===== config.mk =====
export PLATFORM = sky130hd
export DESIGN_NAME = act_throttle_ctrl
export DESIGN_NICKNAME = d
export VERILOG_FILES = /design/src/rtl/act_thr_pkg.sv /design/src/rtl/act_win_timer.sv /design/src/rtl/act_pair_throttle.sv /design/src/rtl/act_throttle_ctrl.sv
export SDC_FILE = /design/constraint.sdc
export NUM_CORES = 1
export LEC_CHECK = 0
export ABC_AREA = 0
export BUFFER_PORTS_ARGS = -buffer_cell sky130_fd_sc_hd__buf_4
export CORE_MARGIN = 2
export CORE_UTILIZATION = 40
export DETAILED_ROUTE_END_ITERATION = 16
export PLACE_DENSITY_LB_ADDON = 0.3
export SLEW_MARGIN = 15
export SYNTH_ARGS = -nofsm -noshare
export SYNTH_HDL_FRONTEND = slang
export SYNTH_HIERARCHICAL = 1
export SYNTH_SLANG_ARGS = --single-unit

===== constraint.sdc =====
create_clock -name clk -period 4.6 [get_ports clk]
set_input_delay 0.23 -clock clk [delete_from_list [all_inputs] [get_ports clk]]
set_output_delay 0.23 -clock clk [all_outputs]
set_load 0.1 [all_outputs]

===== src/rtl/act_thr_pkg.sv =====
package act_thr_pkg;

    typedef enum logic [1:0] {
        PT_PASS    = 2'd0,
        PT_ARMED   = 2'd1,
        PT_BLOCKED = 2'd2
    } pair_state_e;

endpackage


===== src/rtl/act_win_timer.sv =====
module act_win_timer #(
    parameter int WIN_CLKS      = 1344,
    parameter int GLOBAL_NORMAL = 16384,
    parameter int GLOBAL_DEBUG  = 4,
    parameter int LEVEL_W       = 8,
    parameter int GCNT_W        = 32
) (
    input  logic               clk,
    input  logic               rst_n,
    input  logic [LEVEL_W-1:0] lvl_in,
    input  logic               dbg_in,
    input  logic [GCNT_W-1:0]  thr_in,
    output logic               win_end,
    output logic               glob_end,
    output logic [LEVEL_W-1:0] lvl_q,
    output logic [GCNT_W-1:0]  thr_q
);
    localparam int WCYC_W = (WIN_CLKS > 2) ? $clog2(WIN_CLKS) : 1;
    localparam int GMAX   = (GLOBAL_NORMAL > GLOBAL_DEBUG) ? GLOBAL_NORMAL : GLOBAL_DEBUG;
    localparam int GW_W   = $clog2(GMAX) + 1;

    logic [WCYC_W-1:0] wcyc_q;
    logic [GW_W-1:0]   gwin_q;
    logic [GW_W-1:0]   glen_m1;
    logic              dbg_q;

    // Last short window of the global window, picked by the sampled mode.
    always_comb begin
        glen_m1  = dbg_q ? GW_W'(GLOBAL_DEBUG - 1) : GW_W'(GLOBAL_NORMAL - 1);
        win_end  = (wcyc_q == WCYC_W'(WIN_CLKS - 1));
        glob_end = win_end && (gwin_q >= glen_m1);
    end

    always_ff @(posedge clk) begin
        if (!rst_n) begin
            wcyc_q <= '0;
            gwin_q <= '0;
            lvl_q  <= '0;
            thr_q  <= '1;
            dbg_q  <= 1'b0;
        end else if (win_end) begin
            wcyc_q <= '0;
            gwin_q <= glob_end ? '0 : gwin_q + 1'b1;
            lvl_q  <= lvl_in;
            thr_q  <= thr_in;
            dbg_q  <= dbg_in;
        end else begin
            wcyc_q <= wcyc_q + 1'b1;
        end
    end

endmodule


===== src/rtl/act_pair_throttle.sv =====
module act_pair_throttle
    import act_thr_pkg::*;
#(
    parameter int LEVEL_W = 8,
    parameter int GCNT_W  = 32
) (
    input  logic                 clk,
    input  logic                 rst_n,
    input  logic                 req,
    input  logic                 win_end,
    input  logic                 glob_end,
    input  logic [LEVEL_W-1:0]   lvl,
    input  logic [GCNT_W-1:0]    thr,
    output logic                 grant,
    output logic                 active,
    output logic [LEVEL_W+1:0]   wcnt,
    output logic [GCNT_W-1:0]    gcnt
);
    localparam int CW = LEVEL_W + 2;

    pair_state_e     state_q, state_d;
    logic [CW-1:0]     budget;
    logic [CW-1:0]     wcnt_inc;
    logic [GCNT_W-1:0] gcnt_tot;
    logic              act;
    logic              hit;

    always_comb begin
        budget   = {lvl, 2'b00};
        act      = req && grant;
        wcnt_inc = (wcnt == '1) ? wcnt : wcnt + 1'b1;
        gcnt_tot = (act && (gcnt != '1)) ? gcnt + 1'b1 : gcnt;
        hit      = (gcnt_tot >= thr);
    end

    // Next-state decision.
    always_comb begin
        state_d = state_q;
        if (glob_end) begin
            state_d = hit ? PT_ARMED : PT_PASS;
        end else begin
            unique case (state_q)
                PT_PASS:    state_d = PT_PASS;
                PT_ARMED:   if (act && (lvl != '0) && (wcnt_inc >= budget) && !win_end)
                                state_d = PT_BLOCKED;
                PT_BLOCKED: if (win_end) state_d = PT_ARMED;
                default:    state_d = PT_PASS;
            endcase
        end
    end

    // State register.
    always_ff @(posedge clk) begin
        if (!rst_n) state_q <= PT_PASS;
        else        state_q <= state_d;
    end

    // Outputs.
    always_comb begin
        grant  = 1'b1;
        active = 1'b0;
        unique case (state_q)
            PT_PASS:    begin grant = 1'b1; active = 1'b0; end
            PT_ARMED:   begin grant = 1'b1; active = 1'b1; end
            PT_BLOCKED: begin grant = 1'b0; active = 1'b1; end
            default:    begin grant = 1'b1; active = 1'b0; end
        endcase
    end

    // Saturating activity counters.
    always_ff @(posedge clk) begin
        if (!rst_n) begin
            wcnt <= '0;
            gcnt <= '0;
        end else begin
            if (win_end)  wcnt <= '0;
            else if (act) wcnt <= wcnt_inc;
            gcnt <= glob_end ? '0 : gcnt_tot;
        end
    end

endmodule


===== src/rtl/act_throttle_ctrl.sv =====
module act_throttle_ctrl #(
    parameter int NUM_PAIRS     = 2,
    parameter int WIN_CLKS      = 1344,
    parameter int GLOBAL_NORMAL = 16384,
    parameter int GLOBAL_DEBUG  = 4,
    parameter int LEVEL_W       = 8,
    parameter int GCNT_W        = 32
) (
    input  logic                                 clk,
    input  logic                                 rst_n,
    input  logic [NUM_PAIRS-1:0]                 act_req,
    input  logic [LEVEL_W-1:0]                   throttle_level,
    input  logic                                 gwin_debug,
    input  logic [GCNT_W-1:0]                    glob_thresh,
    output logic [NUM_PAIRS-1:0]                 act_grant,
    output logic [NUM_PAIRS-1:0]                 thr_active,
    output logic [NUM_PAIRS-1:0][LEVEL_W+1:0]    win_cnt,
    output logic [NUM_PAIRS-1:0][GCNT_W-1:0]     glob_cnt
);
    logic               win_end;
    logic               glob_end;
    logic [LEVEL_W-1:0] lvl_q;
    logic [GCNT_W-1:0]  thr_q;

    act_win_timer #(
        .WIN_CLKS     (WIN_CLKS),
        .GLOBAL_NORMAL(GLOBAL_NORMAL),
        .GLOBAL_DEBUG (GLOBAL_DEBUG),
        .LEVEL_W      (LEVEL_W),
        .GCNT_W       (GCNT_W)
    ) u_timer (
        .clk     (clk),
        .rst_n   (rst_n),
        .lvl_in  (throttle_level),
        .dbg_in  (gwin_debug),
        .thr_in  (glob_thresh),
        .win_end (win_end),
        .glob_end(glob_end),
        .lvl_q   (lvl_q),
        .thr_q   (thr_q)
    );

    for (genvar p = 0; p < NUM_PAIRS; p++) begin : g_pair
        act_pair_throttle #(
            .LEVEL_W(LEVEL_W),
            .GCNT_W (GCNT_W)
        ) u_pair (
            .clk     (clk),
            .rst_n   (rst_n),
            .req     (act_req[p]),
            .win_end (win_end),
            .glob_end(glob_end),
            .lvl     (lvl_q),
            .thr     (thr_q),
            .grant   (act_grant[p]),
            .active  (thr_active[p]),
            .wcnt    (win_cnt[p]),
            .gcnt    (glob_cnt[p])
        );
    end

endmodule


### Word-level counts from Yosys, hierarchy flattened

Index checks and enable logic that the tools add are counted.

| cells by class | value |
|---|---|
| $add $sub $neg | 6 |
| $lt $le $gt $ge | 5 |
| equal/unequal tests | 13 |
| mux-type cells | 19 |
| bitwise logic cells | 1 |
| reductions and logical operators | 19 |

Operators with widths:

| cell | number |
|---|---|
| 32-bit by 1-bit adder with 32-bit output (second input constant) | 2 |
| 32-bit >= comparator | 2 |
| 32-bit two-way mux | 2 |
| 32-bit inequality test (second input constant) | 2 |
| 10-bit by 1-bit adder with 10-bit output (second input constant) | 2 |
| 10-bit == test (second input constant) | 2 |
| 10-bit >= comparator | 2 |
| 10-bit two-way mux | 2 |
| 15-bit by 1-bit adder with 15-bit output (second input constant) | 1 |
| 15-bit >= comparator | 1 |
| 15-bit two-way mux | 1 |
| 14-bit two-way mux | 1 |
| 11-bit by 1-bit adder with 11-bit output (second input constant) | 1 |
| 11-bit == test (second input constant) | 1 |
| 1-bit logical AND | 11 |
| 2-bit two-way mux | 5 |
| 2-bit one-hot mux with 2 select lines | 2 |
| 8-bit nonzero test | 1 |
| 2-bit OR reduction | 4 |
| 1-bit two-way mux | 6 |
| 3-bit by 1-bit inequality test with 1-bit output (second input constant) | 2 |
| 3-bit by 2-bit inequality test with 1-bit output (second input constant) | 2 |
| 2-bit by 1-bit == test with 1-bit output (second input constant) | 2 |
| 2-bit == test (second input constant) | 2 |
| 3 further kinds | 4 |

| word-level totals | value |
|---|---|
| flip-flop bits (word level) | 155 |
| output and inout bits | 88 |
| logic and storage cells | 74 |

### Logic depth before layout (Yosys ltp)

Gate-level depths: netlist (run 1).

| logic depth | value |
|---|---|
| depth after elaboration | 9 |
| gate-level depth with buffers | 15 |

### By module

Netlist (run 1), hierarchy kept.

By module, submodules not included:

| module | times used | cells each | area each (sq um) | seq. area each (sq um) |
|---|---|---|---|---|
| act_pair_throttle at g_pair[0].u_pair | 1 | 423 | 3,569.7 | 880.8 |
| act_pair_throttle at g_pair[1].u_pair | 1 | 414 | 3,347.0 | 880.8 |
| act_win_timer | 1 | 334 | 2,822.7 | 1,341.3 |

### Worst setup path before layout (run 1)

No wires, ideal clock.

| path | value |
|---|---|
| path kind | register to register |
| from | register g_pair[1].u_pair.gcnt[20] |
| to | register g_pair[1].u_pair.state_q[0] |
| setup time | 0.131 ns |
| data arrival time | 4.003 ns |
| slack | 0.466 ns |
| cell stages (with the launch flop) | 14 |
| path buffers | 1 |
| period minus slack after synthesis | 4.134 ns |
| cell sequence | dfxtp_1 -> nand3_2 -> or4_1 -> buf_2 -> nor4_4 -> nor2_2 -> mux2_4 -> ha_1 -> or3b_2 -> o2111ai_1 -> a211o_1 -> a21oi_1 -> o31ai_1 -> a31oi_1 |

| on the way | value |
|---|---|
| longest elaborated chain between the ends | 6 |

Ends and longest elaborated chain:

| element | RTL line | text |
|---|---|---|
| from (decl) | act_pair_throttle.sv:17 | `output logic [GCNT_W-1:0] gcnt` |
| from (signal assigned) | act_pair_throttle.sv:78 | `gcnt <= glob_end ? '0 : gcnt_tot;` |
| 32-bit inequality test | act_pair_throttle.sv:32 | `gcnt_tot = (act && (gcnt != '1)) ? gcnt + 1'b1 : gcnt;` |
| 1-bit logical AND | act_pair_throttle.sv:32 |  |
| 32-bit two-way mux | act_pair_throttle.sv:32 |  |
| named net g_pair[1].u_pair.gcnt_tot[1] | act_pair_throttle.sv:24 | `logic [GCNT_W-1:0] gcnt_tot;` |
| 32-bit >= comparator | act_pair_throttle.sv:33 | `hit = (gcnt_tot >= thr);` |
| 1-bit two-way mux | act_pair_throttle.sv:40 | `state_d = hit ? PT_ARMED : PT_PASS;` |
| 2-bit two-way mux | act_pair_throttle.sv:39 | `if (glob_end) begin` |
| to (signal assigned) | act_pair_throttle.sv:55 | `else state_q <= state_d;` |
| to (decl) | act_pair_throttle.sv:21 | `pair_state_e state_q, state_d;` |

The timed path passes the listed nets, and every way through them passes these cells.
A chain may end at the register's enable or synchronous reset.

### Worst setup path after layout (run 1)

| path | value |
|---|---|
| from | register g_pair[1].u_pair.state_q[0] |
| to | register g_pair[1].u_pair.state_q[0] |

| on the way | value |
|---|---|
| longest elaborated chain between the ends | 8 |

Ends and longest elaborated chain:

| element | RTL line | text |
|---|---|---|
| 2-bit == test | act_pair_throttle.sv:62 | `unique case (state_q)` |
| 1-bit two-way mux | act_pair_throttle.sv:62 |  |
| 1-bit logical AND | act_pair_throttle.sv:30 | `act = req && grant;` |
| 1-bit logical AND | act_pair_throttle.sv:32 |  |
| 32-bit two-way mux | act_pair_throttle.sv:32 |  |
| named net g_pair[1].u_pair.gcnt_tot[27] | act_pair_throttle.sv:24 |  |
| 32-bit >= comparator | act_pair_throttle.sv:33 |  |
| 1-bit two-way mux | act_pair_throttle.sv:40 |  |
| 2-bit two-way mux | act_pair_throttle.sv:39 |  |

The timed path passes the listed nets, and every way through them passes these cells.

==> results by group, run 1 <==
Outcome
  – Status: completed

Route
  – Post-Route WL: roughly 25 mm
  – WL/cell: around 15 um
  – First DRT Iteration DRCs: between 500 and 600
  – Drc violations: 0
  – Vias: around 8500
  – Post-route ant nets: 0
  – Pre-antenna DRT Iters: 5
  – Drt via density: around 5.2

STA
  – F_max: 0.258 GHz
  – Slew margin rel.: 51.6%
  – Final critical-path share of the clock period: 84.2%
  – Endpoints failing hold: 0
  – Skew final: 0.00745 ns
  – TNS Setup: 0 ns
  – Unrepaired setup endpoints after global routing: false
  – Worst Max-Slew Pin Slew: 0.726 ns
  – Slew Viols, Final: 0
  – Period minus WS final: ~3.9 ns
  – Final setup viols: 0

Logic synthesis
  – Area leader, netlist: dfxtp_1
  – Synth area leaders: dfxtp_1 (32%), ha_1 (13%), nand2_1 (5.6%), xnor2_1 (4.9%), xor2_1 (4.1%)
  – Syn Area/Cell: between 8 and 9 um^2
  – Netlist cell types: slightly below 80
  – Yosys top cell area share: 31.9%
  – Most used DFF post-synth: dfxtp_1
  – Sequential element share of the synthesized area: 31.9%
  – Syn Std Cell Area: about 9700 um^2
  – Ys Warns: 6
  – Post-synth EDFFs: 0
  – Net count after synthesis: approximately 1300
  – Mapped Cells: between 1000 and 1500
  – Fraction of registers with async set/reset: 0%
  – Synthesis-stage register bit count: about 160

Setup path
  – Critical path arrival: roughly 4.2 ns
  – CP Class: reg -> reg
  – Startpoint types: flip-flop
  – Worst EP required: ~5 ns
  – FF-to-FF path depth: 14
  – Worst path cell trace: inv_1 > ha_1 > nand2b_1 > nor2_1 > nand3_1 > or4b_2 > xnor2_1 > ha_1 > nand4_1 > nor2_1 > nand4_1 > nor4_1 > o31ai_1 > a31oi_1
  – CP max stage delay: approximately 0.64 ns
  – Crit path max fanout: 10
  – CP max-delay cell: or4b_2
  – RR Startpoint: g_pair[1].u_pair/state_q[0]$_SDFFE_PN0P_
  – FF-to-FF setup slack: approximately 0.73 ns
  – CP endpoint kind: flip-flop
  – R2r endpoint: g_pair[1].u_pair/state_q[0]$_SDFFE_PN0P_

Floorplan
  – Row cnt: 57
  – DIE HEIGHT: 160 um
  – Initial Util: about two fifths
  – # IOs: 133
  – Core area: between 20000 and 25000 um^2
  – Die ar.: around 26000 um^2
  – Die Width: around 160 um

Global routing
  – Total global routing track utilization: between 10% and 20%
  – Grt met1 use: between 20% and 30%
  – Initial antenna violation count: 0
  – GRT overflow: 0
  – GR Layer Usage met3: 3.45%
  – Grt peak-use layer: met1
  – Vias in the first global route: slightly below 8000
  – First-pass GRT wire length: between 40 and 50 mm
  – Largest net degree at the start of global routing: 55
  – Met2 Use GR: ~28%

Clock tree
  – Post-CTS Resized: 0
  – Root Buffer: clkbuf_16
  – CTS Sinks: 155
  – CTS buffer count: 17
  – H-tree Lvls: 4
  – CTS tree: yes
  – Clk_lat worst skew: 0.43 ns
  – Clock-pin slew on the worst setup and hold paths: 0.06 ns
  – CTS max path bufs: 2
  – # hold bufs at CTS: 7
  – Post-CTS setup buffers: 0

Pwr
  – PD cells: 249 nW/um^2
  – Leakage: about 0.0057 uW
  – Peak VDD IR: approximately 0.2 mV

Finish
  – Share of layout cells above drive strength 1: approximately 17%
  – Antenna Cells: 0
  – Area grow syn2layout: 19.3%
  – Register Area: around 3100 um^2
  – Area of the multi-input gates: around 6000 um^2
  – Fill cells: between 2000 and 2500
  – Finished Core Util: 48.2%
  – Nets@finish: 1445
  – Most frequent cells in the layout: dfxtp_1 (155), nand2_1 (145), buf_4 (138)
  – Commonest non-fill, non-tap cell in the layout: dfxtp_1

Placed design
  – GPL Wtd Cong: about 0.86
  – Port Buffers: roughly 130
  – Hpwl dp: ~19 mm

Flow run
  – Max_cap viols: 0

Hold path
  – WHS Endpoint: u_timer/thr_q[22]$_SDFFE_PN1P_
  – Hold depth: 3
  – Worst hold path class: in -> reg
  – Hold_sp: glob_thresh[22]
## cell usage after synthesis (11+ instances only)
| cell type | count |
|---|---|
| inv_1 | 97 |
| clkbuf_1 | 21 |
| nor2_1 | 86 |
| a21oi_1 | 41 |
| nand3_1 | 69 |
| nor4_1 | 13 |
| dfxtp_1 | 155 |
| nor2b_1 | 63 |
| nand4_1 | 40 |
| o21ai_0 | 14 |
| xnor2_1 | 55 |
| o21ai_2 | 11 |
| nand2_1 | 145 |
| ha_1 | 102 |
| and3_1 | 19 |
| xor2_1 | 46 |
| nor3_1 | 18 |
## through the flow
step / power [uW] / hold WS [ns] / instances / cell area [um^2] / setup WS (ns)
6_report: 2890 / 0.0158 / 1635 / 11600 / 0.728
2_1_floorplan: 1510 / 0.353 / 1171 / 9740 / 0.466
5_1_grt: 3000 / 0.0117 / 1635 / 11600 / 0.474
3_3_place_gp: 1580 / 0.439 / 1596 / 11000 / 0.915
4_1_cts: 2920 / 0.00195 / 1635 / 11600 / 0.719
3_5_place_dp: 1580 / 0.442 / 1596 / 11000 / 0.762
## worst max-delay path by stage
stage,to,startpoint
2_1_floorplan,g_pair[1].u_pair/state_q[0]$_SDFFE_PN0P_,g_pair[1].u_pair/gcnt[20]$_SDFF_PP0_
3_3_place_gp,g_pair[1].u_pair/state_q[0]$_SDFFE_PN0P_,g_pair[1].u_pair/state_q[0]$_SDFFE_PN0P_
3_5_place_dp,g_pair[1].u_pair/state_q[0]$_SDFFE_PN0P_,g_pair[1].u_pair/state_q[0]$_SDFFE_PN0P_
4_1_cts,g_pair[1].u_pair/state_q[0]$_SDFFE_PN0P_,g_pair[1].u_pair/state_q[0]$_SDFFE_PN0P_
5_1_grt,g_pair[1].u_pair/state_q[0]$_SDFFE_PN0P_,g_pair[1].u_pair/state_q[0]$_SDFFE_PN0P_
6_report,g_pair[1].u_pair/state_q[0]$_SDFFE_PN0P_,g_pair[1].u_pair/state_q[0]$_SDFFE_PN0P_
## registers in the layout, summed over array words and instances, names as in the netlist
| signal | count |
|---|---|
| g_pair.u_pair/gcnt | 64 |
| u_timer/thr_q | 32 |
| g_pair.u_pair/wcnt | 20 |
| u_timer/gwin_q | 15 |
| u_timer/wcyc_q | 11 |
| u_timer/lvl_q | 8 |
| g_pair.u_pair/state_q | 4 |
| u_timer/dbg_q | 1 |
## critical path: cells and delay by family (launching register included)
kind | cells | cell delay, ns
AND/OR/NAND/NOR | 8 | 2.27
AO/OA/AOI/OAI | 2 | 0.31
adder cells (fa/ha/maj) | 2 | 0.60
buffers and inverters | 1 | 0.06
XOR/XNOR | 1 | 0.19
flip-flops | 1 | 0.37
## report_power, final
group	leakage [uW]	switching (uW)	total [uW]	internal (uW)
logic	0.00416	120	187	67.4
clock network	0.000270	568	1340	772
registers	0.00125	12.6	1360	1350
## cell type report
cell class	count	area share, %
clock inverter	10	0.786
timing repair buffer	145	9.52
multi-input combinational	881	52.3
tap	324	3.49
inverter	98	3.18
sequential	155	26.7
clock buffer	22	4.00
## metal layers
layer  routed length, um  part of all wire (%)
met1               13000                    52
met3                1110                   4.4
met2               10400                    42
met5                   0                     0
met4                 459                   1.8
## cells by family (layout without fill, tap and decap cells)
kind of cell,Yosys count,count (layout),synth area share [%]
AOI/OAI and AO/OA,146,146,10.6
xor gates and xnor gates,101,101,9.08
adders and majority gates,102,102,13.1
buffers and inverters,135,275,5.73
DFF,155,155,31.9
muxes,6,6,0.694
and+or+nand+nor,526,526,29.0
Power figures use the tool's default switching activity.
==> run 2: changes to the inputs <==
==> constraint.sdc (replaced) <==
create_clock -name clk -period 3.19 [get_ports clk]
set_input_delay 0.1595 -clock clk [delete_from_list [all_inputs] [get_ports clk]]
set_output_delay 0.1595 -clock clk [all_outputs]
set_load 0.1 [all_outputs]
==> run 2 against run 1 <==
Effect of this change: largest power group is now clock; register-to-register slack got worse by 0.69 ns; critical path depth fell by 3; sequential share of layout area fell by 2.0 points; non-clock buffer count rose by 136; cell count rose by 8.3%; combinational power rose by 74%.
==> results by group, run 2 (synthesis gave the netlist of run 1 again) <==
Setup path
  – End of the critical path: g_pair[0].u_pair/state_q[0]$_SDFFE_PN0P_
  – Worst EP required: between 3 and 4 ns
  – FF-to-FF path depth: 11
  – Critical path arrival: approximately 3.5 ns
  – CP max stage delay: approximately 0.44 ns
  – R2r endpoint: g_pair[0].u_pair/state_q[0]$_SDFFE_PN0P_
  – Worst path cell trace: and4_2 > nand3_4 > or3_4 > buf_4 > o211ai_1 > xnor2_1 > ha_1 > a211oi_1 > a2111oi_2 > a311oi_1 > a21oi_1
  – Crit path max fanout: 5
  – CP endpoint kind: flip-flop
  – CP Class: reg -> reg
  – RR Startpoint: g_pair[0].u_pair/gcnt[25]$_SDFF_PP0_
  – FF-to-FF setup slack: 0.04 ns
  – Startpoint types: flip-flop
  – Crit path launch: g_pair[0].u_pair/gcnt[25]$_SDFF_PP0_
  – CP max-delay cell: or3_4

Floorplan
  – Row cnt: 57
  – Die ar.: between 20000 and 30000 um^2
  – Core area: 24100 um^2
  – # IOs: ~130
  – Die Width: ~160 um
  – DIE HEIGHT: between 150 and 200 um
  – Initial Util: about two fifths

Global routing
  – Grt met1 use: 26.2%
  – Total global routing track utilization: roughly a fifth
  – Met2 Use GR: about two fifths
  – Vias in the first global route: around 8800
  – Initial antenna violation count: 0
  – Grt peak-use layer: met2
  – First-pass GRT wire length: 43.9 mm
  – Largest net degree at the start of global routing: 52
  – GR Layer Usage met3: slightly above 4%
  – GRT overflow: 0

Route
  – Pre-antenna DRT Iters: 5
  – First DRT Iteration DRCs: 586
  – Post-route ant nets: 0
  – WL/cell: ~16 um
  – Vias: just over 9000
  – Post-Route WL: 27.7 mm
  – Drc violations: 0
  – Drt via density: 5.19

STA
  – Skew final: 0.00996 ns
  – TNS Setup: 0 ns
  – Final critical-path share of the clock period: 98.7%
  – Endpoints failing hold: 0
  – Period minus WS final: between 3 and 4 ns
  – Worst Max-Slew Pin Slew: 0.577 ns
  – Slew margin rel.: about three fifths
  – Final setup viols: 0
  – Unrepaired setup endpoints after global routing: true
  – Slew Viols, Final: 0
  – F_max: 0.318 GHz

Pwr
  – Peak VDD IR: about 0.28 mV
  – PD cells: around 330 nW/um^2
  – Leakage: ~0.0065 uW

Hold path
  – Worst hold path class: in -> reg
  – Hold_sp: throttle_level[1]

Clock tree
  – CTS Sinks: about 160
  – CTS tree: yes
  – Clock-pin slew on the worst setup and hold paths: approximately 0.07 ns
  – H-tree Lvls: 4
  – CTS buffer count: 17
  – CTS max path bufs: 2
  – Root Buffer: clkbuf_16
  – Clk_lat worst skew: 0.43 ns

Outcome
  – Status: completed

Finish
  – Most frequent cells in the layout: buf_4 (242), nand2_1 (144), inv_1 (96)
  – Register with the most flip-flops: g_pair.u_pair/gcnt
  – Antenna Cells: 0
  – Regs by FF count: g_pair.u_pair/gcnt x64, u_timer/thr_q x32, g_pair.u_pair/wcnt x20
  – Max reg flops: 64
  – Area grow syn2layout: 38.0%
  – Commonest non-fill, non-tap cell in the layout: buf_4
  – Nets@finish: about 1600
  – Share of layout cells above drive strength 1: between 30% and 40%
  – Finished Core Util: between 50 and 60%
  – Final cell area excluding filler cells: 13400 um^2

Placed design
  – Post-placement cell area: between 10000 and 15000 um^2
  – Port Buffers: between 100 and 150
  – GPL Wtd Cong: approximately 0.9
  – Hpwl dp: about 21 mm

Flow run
  – Max_cap viols: 0
-- run 2: cell count changes in the layout (fill, tap and decap cells not counted), sizes merged --
cell,previous run,this run
clkinv,7,6
dlygate4sd3,7,36
buf,138,245
clkbuf,22,18
inv,98,99
clkinvlp,2,3
bufinv,1,4
-- run 2: metrics by stage --
| step | cells | total power, uW | worst slack (ns) | hold WS [ns] |
|---|---|---|---|---|
| CTS | 1766 | 4470 | 0.00339 | 0.000899 |
| detailed placement | 1697 | 2260 | -0.0755 | 0.378 |
| global route | 1771 | 4600 | -0.110 | 0.0185 |
| finish | 1771 | 4430 | 0.0423 | 0.0215 |
| floorplan | 1171 | 2150 | -0.143 | 0.282 |
| global placement | 1697 | 2260 | -0.0419 | 0.372 |
-- run 2: layer usage --
layer	up-vias	share of wire, %
li1	4607	-
met4	0	1.1
met3	26	4.4
met1	4348	43
met5	-	0
met2	210	51
-- run 2: critical path, delay by kind of cell (launching register included) --
kind	cells	cell delay (ns)
compound gates	5	1.13
simple gates	3	0.82
flops	1	0.34
fa+ha+maj	1	0.32
xor+xnor	1	0.23
buf+inv	1	0.18
-- run 2: layout make-up --
| type | instances | area (um^2) |
|---|---|---|
| Fill cell | 2234 | 10700 |
| Multi-Input combinational cell | 881 | 6500 |
| Timing Repair Buffer | 281 | 2220 |
| Inverter | 98 | 369 |
| Tap cell | 324 | 405 |
| Clock inverter | 14 | 195 |
| Sequential cell | 155 | 3320 |
| Clock buffer | 18 | 429 |
-- run 2: worst min-delay path by stage --
stage / to / slack, ns / depth (start not counted)
2_1_floorplan: g_pair[0].u_pair/state_q[0]$_SDFFE_PN0P_ / 0.28 / 2
3_3_place_gp: u_timer/thr_q[28]$_SDFFE_PN1P_ / 0.37 / 3
3_5_place_dp: u_timer/thr_q[21]$_SDFFE_PN1P_ / 0.38 / 3
4_1_cts: u_timer/lvl_q[1]$_SDFFE_PN0P_ / 0.0009 / 3
5_1_grt: u_timer/lvl_q[1]$_SDFFE_PN0P_ / 0.02 / 3
6_report: u_timer/lvl_q[1]$_SDFFE_PN0P_ / 0.02 / 3
-- run 2: power by group --
group / internal [uW] / total [uW] / switching [uW] / leakage [uW]
clock: 1310 / 2170 / 858 / 0.000295
combinational: 137 / 326 / 189 / 0.00494
sequential: 1910 / 1930 / 16.5 / 0.00131
total: 3360 / 4430 / 1060 / 0.00654
-- run 2: what timing repair did --
| item | CTS | global route |
|---|---|---|
| hold buffers | 36 | 0 |
| pin swaps | 8 | 41 |
| gates resized for setup | 11 | 62 |
| setup buffers | 1 | 5 |
| hold endpoints to repair | 36 | 0 |
| endpoints found under the setup margin | 2 | 3 |
==> run 3: changes to the inputs <==
--- a/config.mk
+++ b/config.mk
@@ -14,5 +14,4 @@
 export SLEW_MARGIN = 15
 export SYNTH_ARGS = -nofsm -noshare
 export SYNTH_HDL_FRONTEND = slang
-export SYNTH_HIERARCHICAL = 1
 export SYNTH_SLANG_ARGS = --single-unit
==> run 3 against run 2 <==
Effect of this change: the flow now finishes with violations (setup timing); largest cell class unchanged; register-to-register slack got worse by 0.43 ns; critical path depth rose by 5; clock skew barely moved; core utilization up 3.4 points; die area down 6.4%.
==> results by group, run 3 <==
Outcome
  – Status: finished with violations
  – Failing checks: setup timing

Logic synthesis
  – Synth area leaders: dfxtp_1 (34%), ha_1 (14%), xnor2_1 (6.0%), nand2_1 (4.9%), nor2b_1 (4.7%)
  – Mapped Cells: 1063
  – Sequential element share of the synthesized area: roughly 34%
  – Fraction of registers with async set/reset: 0%
  – Syn Area/Cell: 8.57 um^2
  – Most common library cells after synthesis: dfxtp_1 (155), nand2_1 (118), ha_1 (102)
  – Area leader, netlist: dfxtp_1
  – Netlist cell types: 61
  – Yosys top cell area share: 34.1%
  – Synthesis-stage register bit count: roughly 160
  – Most used DFF post-synth: dfxtp_1
  – Syn Std Cell Area: ~9100 um^2
  – Ys Warns: 0
  – Net count after synthesis: 1210
  – Most common cell in the netlist: dfxtp_1
  – Post-synth EDFFs: 0

Finish
  – Max reg flops: 64
  – Antenna Cells: 0
  – Area grow syn2layout: 46.1%
  – Final cell area excluding filler cells: around 13000 um^2
  – Fill cells: ~1900
  – Area of the multi-input gates: between 6000 and 7000 um^2
  – Most frequent cells in the layout: buf_4 (291), nand2_1 (116), ha_1 (97)
  – Commonest non-fill, non-tap cell in the layout: buf_4
  – Regs by FF count: g_pair.u_pair.gcnt x64, u_timer.thr_q x32, g_pair.u_pair.wcnt x20
  – Register with the most flip-flops: g_pair.u_pair.gcnt
  – Share of layout cells above drive strength 1: between 30% and 40%
  – Register Area: about 3300 um^2
  – Nets@finish: approximately 1500
  – Finished Core Util: 59.1%
  – Final Non-Filler Cells: around 1700

Placed design
  – Port Buffers: about 130
  – Post-placement cell area: roughly 12000 um^2
  – Hpwl dp: 19.3 mm
  – GPL Wtd Cong: about 0.86
  – Placed Cells: 1585

STA
  – Period minus WS final: 3.58 ns
  – Skew final: 0.00982 ns
  – Slew margin rel.: between 30% and 40%
  – Worst setup margin: -0.386 ns
  – Endpoints failing hold: 0
  – Worst Max-Slew Pin Slew: between 1 and 1.5 ns
  – Final critical-path share of the clock period: 112%
  – Unrepaired setup endpoints after global routing: true
  – Hold WS: 0.0238 ns
  – Final setup viols: 2
  – F_max: 0.280 GHz
  – TNS Setup: -0.628 ns
  – Slew Viols, Final: 0

Clock tree
  – Clk_lat worst skew: roughly 0.43 ns
  – CTS max path bufs: 2
  – Root Buffer: clkbuf_16
  – CTS Sinks: about 160
  – CTS buffer count: 17
  – Clock-pin slew on the worst setup and hold paths: 0.07 ns
  – CTS tree: yes
  – H-tree Lvls: 4

Route
  – Post-route ant nets: 0
  – Post-Route WL: approximately 27 mm
  – Drc violations: 0
  – First DRT Iteration DRCs: about 360
  – Drt via density: slightly above 5
  – Pre-antenna DRT Iters: 5
  – Vias: approximately 8600
  – WL/cell: 15.9 um

Pwr
  – Gate power share: roughly 7.9%
  – Peak VDD IR: between 0.3 and 0.4 mV
  – Switching power: 1070 uW
  – Sequential power share: 44.1%
  – Sw Ratio: roughly 24%
  – PD cells: ~330 nW/um^2
  – Leakage: about 0.0063 uW
  – Clock power frac: 48.1%
  – Internal power: 3300 uW

Setup path
  – CP endpoint kind: flip-flop
  – CP Class: reg -> reg
  – Startpoint types: flip-flop
  – Worst EP required: about 3.5 ns
  – CP max-delay cell: nor4_4
  – Crit path max fanout: 8
  – Number of buffers and inverters on the critical path: 4
  – Critical path arrival: approximately 3.9 ns
  – Family with the most delay on the worst path: simple AND/OR/NAND/NOR gates
  – Worst path cell trace: nand4_1 > nor4_4 > nand4_1 > and2_4 > buf_6 > buf_4 > buf_6 > nand3_2 > xnor2_2 > ha_1 > buf_4 > a2111oi_4 > o31a_1 > nor4_4 > o31ai_2 > a211oi_2
  – CP max stage delay: between 0.3 and 0.4 ns

Floorplan
  – Core area: 22500 um^2
  – Initial Util: ~40%
  – # IOs: between 100 and 150
  – Row cnt: 55
  – Die ar.: ~24000 um^2
  – DIE HEIGHT: between 150 and 200 um
  – Die Width: around 150 um

Global routing
  – Largest net degree at the start of global routing: 64
  – First-pass GRT wire length: ~42 mm
  – Initial antenna violation count: 0
  – Total global routing track utilization: 22.1%
  – GRT overflow: 0
  – Vias in the first global route: 8578

Hold path
  – Worst hold path class: in -> reg

Flow run
  – Max_cap viols: 0
-- run 3: timing repair --
action	4_1_cts	5_1_grt
hold buffers	37	0
setup buffers	15	11
hold endpoints to repair	37	0
pin swaps	39	38
gates resized for setup	38	32
setup endpoints to repair	2	2
-- run 3: layout make-up --
| type | instances | share of cell area [%] |
|---|---|---|
| tap | 285 | 2.68 |
| multi-input combinational | 815 | 46.2 |
| timing repair buffer | 335 | 20.0 |
| sequential | 155 | 25.0 |
| clock buffer | 22 | 3.89 |
| inverter | 54 | 1.52 |
| clock inverter | 10 | 0.724 |
-- run 3: path summary, 6_finish.rpt --
check	start	endpoint	slack, ns	cells past startpoint
hold / removal	throttle_level[6]	u_timer.lvl_q[6]$_SDFFE_PN0P_	0.02	3
setup / recovery	g_pair[0].u_pair.gcnt[7]$_SDFF_PP0_	g_pair[0].u_pair.state_q[0]$_SDFFE_PN0P_	-0.39	16
setup reg to reg	g_pair[0].u_pair.gcnt[7]$_SDFF_PP0_	g_pair[0].u_pair.state_q[0]$_SDFFE_PN0P_	-0.39	16
hold reg to reg	u_timer.wcyc_q[0]$_SDFF_PP0_	u_timer.wcyc_q[0]$_SDFF_PP0_	0.46	1
-- run 3: metrics by stage --
step                      worst slack (ns)  total power (uW)
final                               -0.386              4370
after global routing                -0.463              4510
after CTS                           -0.274              4400
after detailed placement            -0.534              2270
after global placement              -0.443              2260
after floorplan                     -0.131              2140
-- run 3: logic make-up after synthesis --
| group | Yosys count | synth area share [%] |
|---|---|---|
| and+or+nand+nor | 448 | 25.9 |
| AOI/OAI and AO/OA | 160 | 11.4 |
| DFF | 155 | 34.1 |
| adders and majority gates | 102 | 14.0 |
| xor gates and xnor gates | 100 | 9.87 |
| buffers and inverters | 93 | 4.23 |
| muxes | 5 | 0.591 |
-- run 3: layer usage --
| metal | share of wire [%] | track usage, % | up-vias | wire, um |
|---|---|---|---|---|
| met3 | 4.9 | 4.04 | 37 | 1310 |
| met5 | 0 | 0 | - | 0 |
| met1 | 45 | 27.7 | 4007 | 11900 |
| met2 | 48 | 38.0 | 211 | 12800 |
| met4 | 2.3 | 8.16 | 0 | 604 |
| li1 | - | - | 4383 | - |
-- run 3: power by group through the flow --
stage          registers [uW]  clock network, uW  logic [uW]
2_1_floorplan            2050                  0        90.3
3_3_place_gp             1970                  0         293
3_5_place_dp             1970                  0         296
4_1_cts                  1930               2130         340
5_1_grt                  1930               2220         365
6_report                 1930               2100         344
-- run 3: worst min-delay path: cells and delay by family --
family          cells  cell delay, ns
simple gates        1            0.07
compound gates      1            0.06
buf+inv             1            0.11
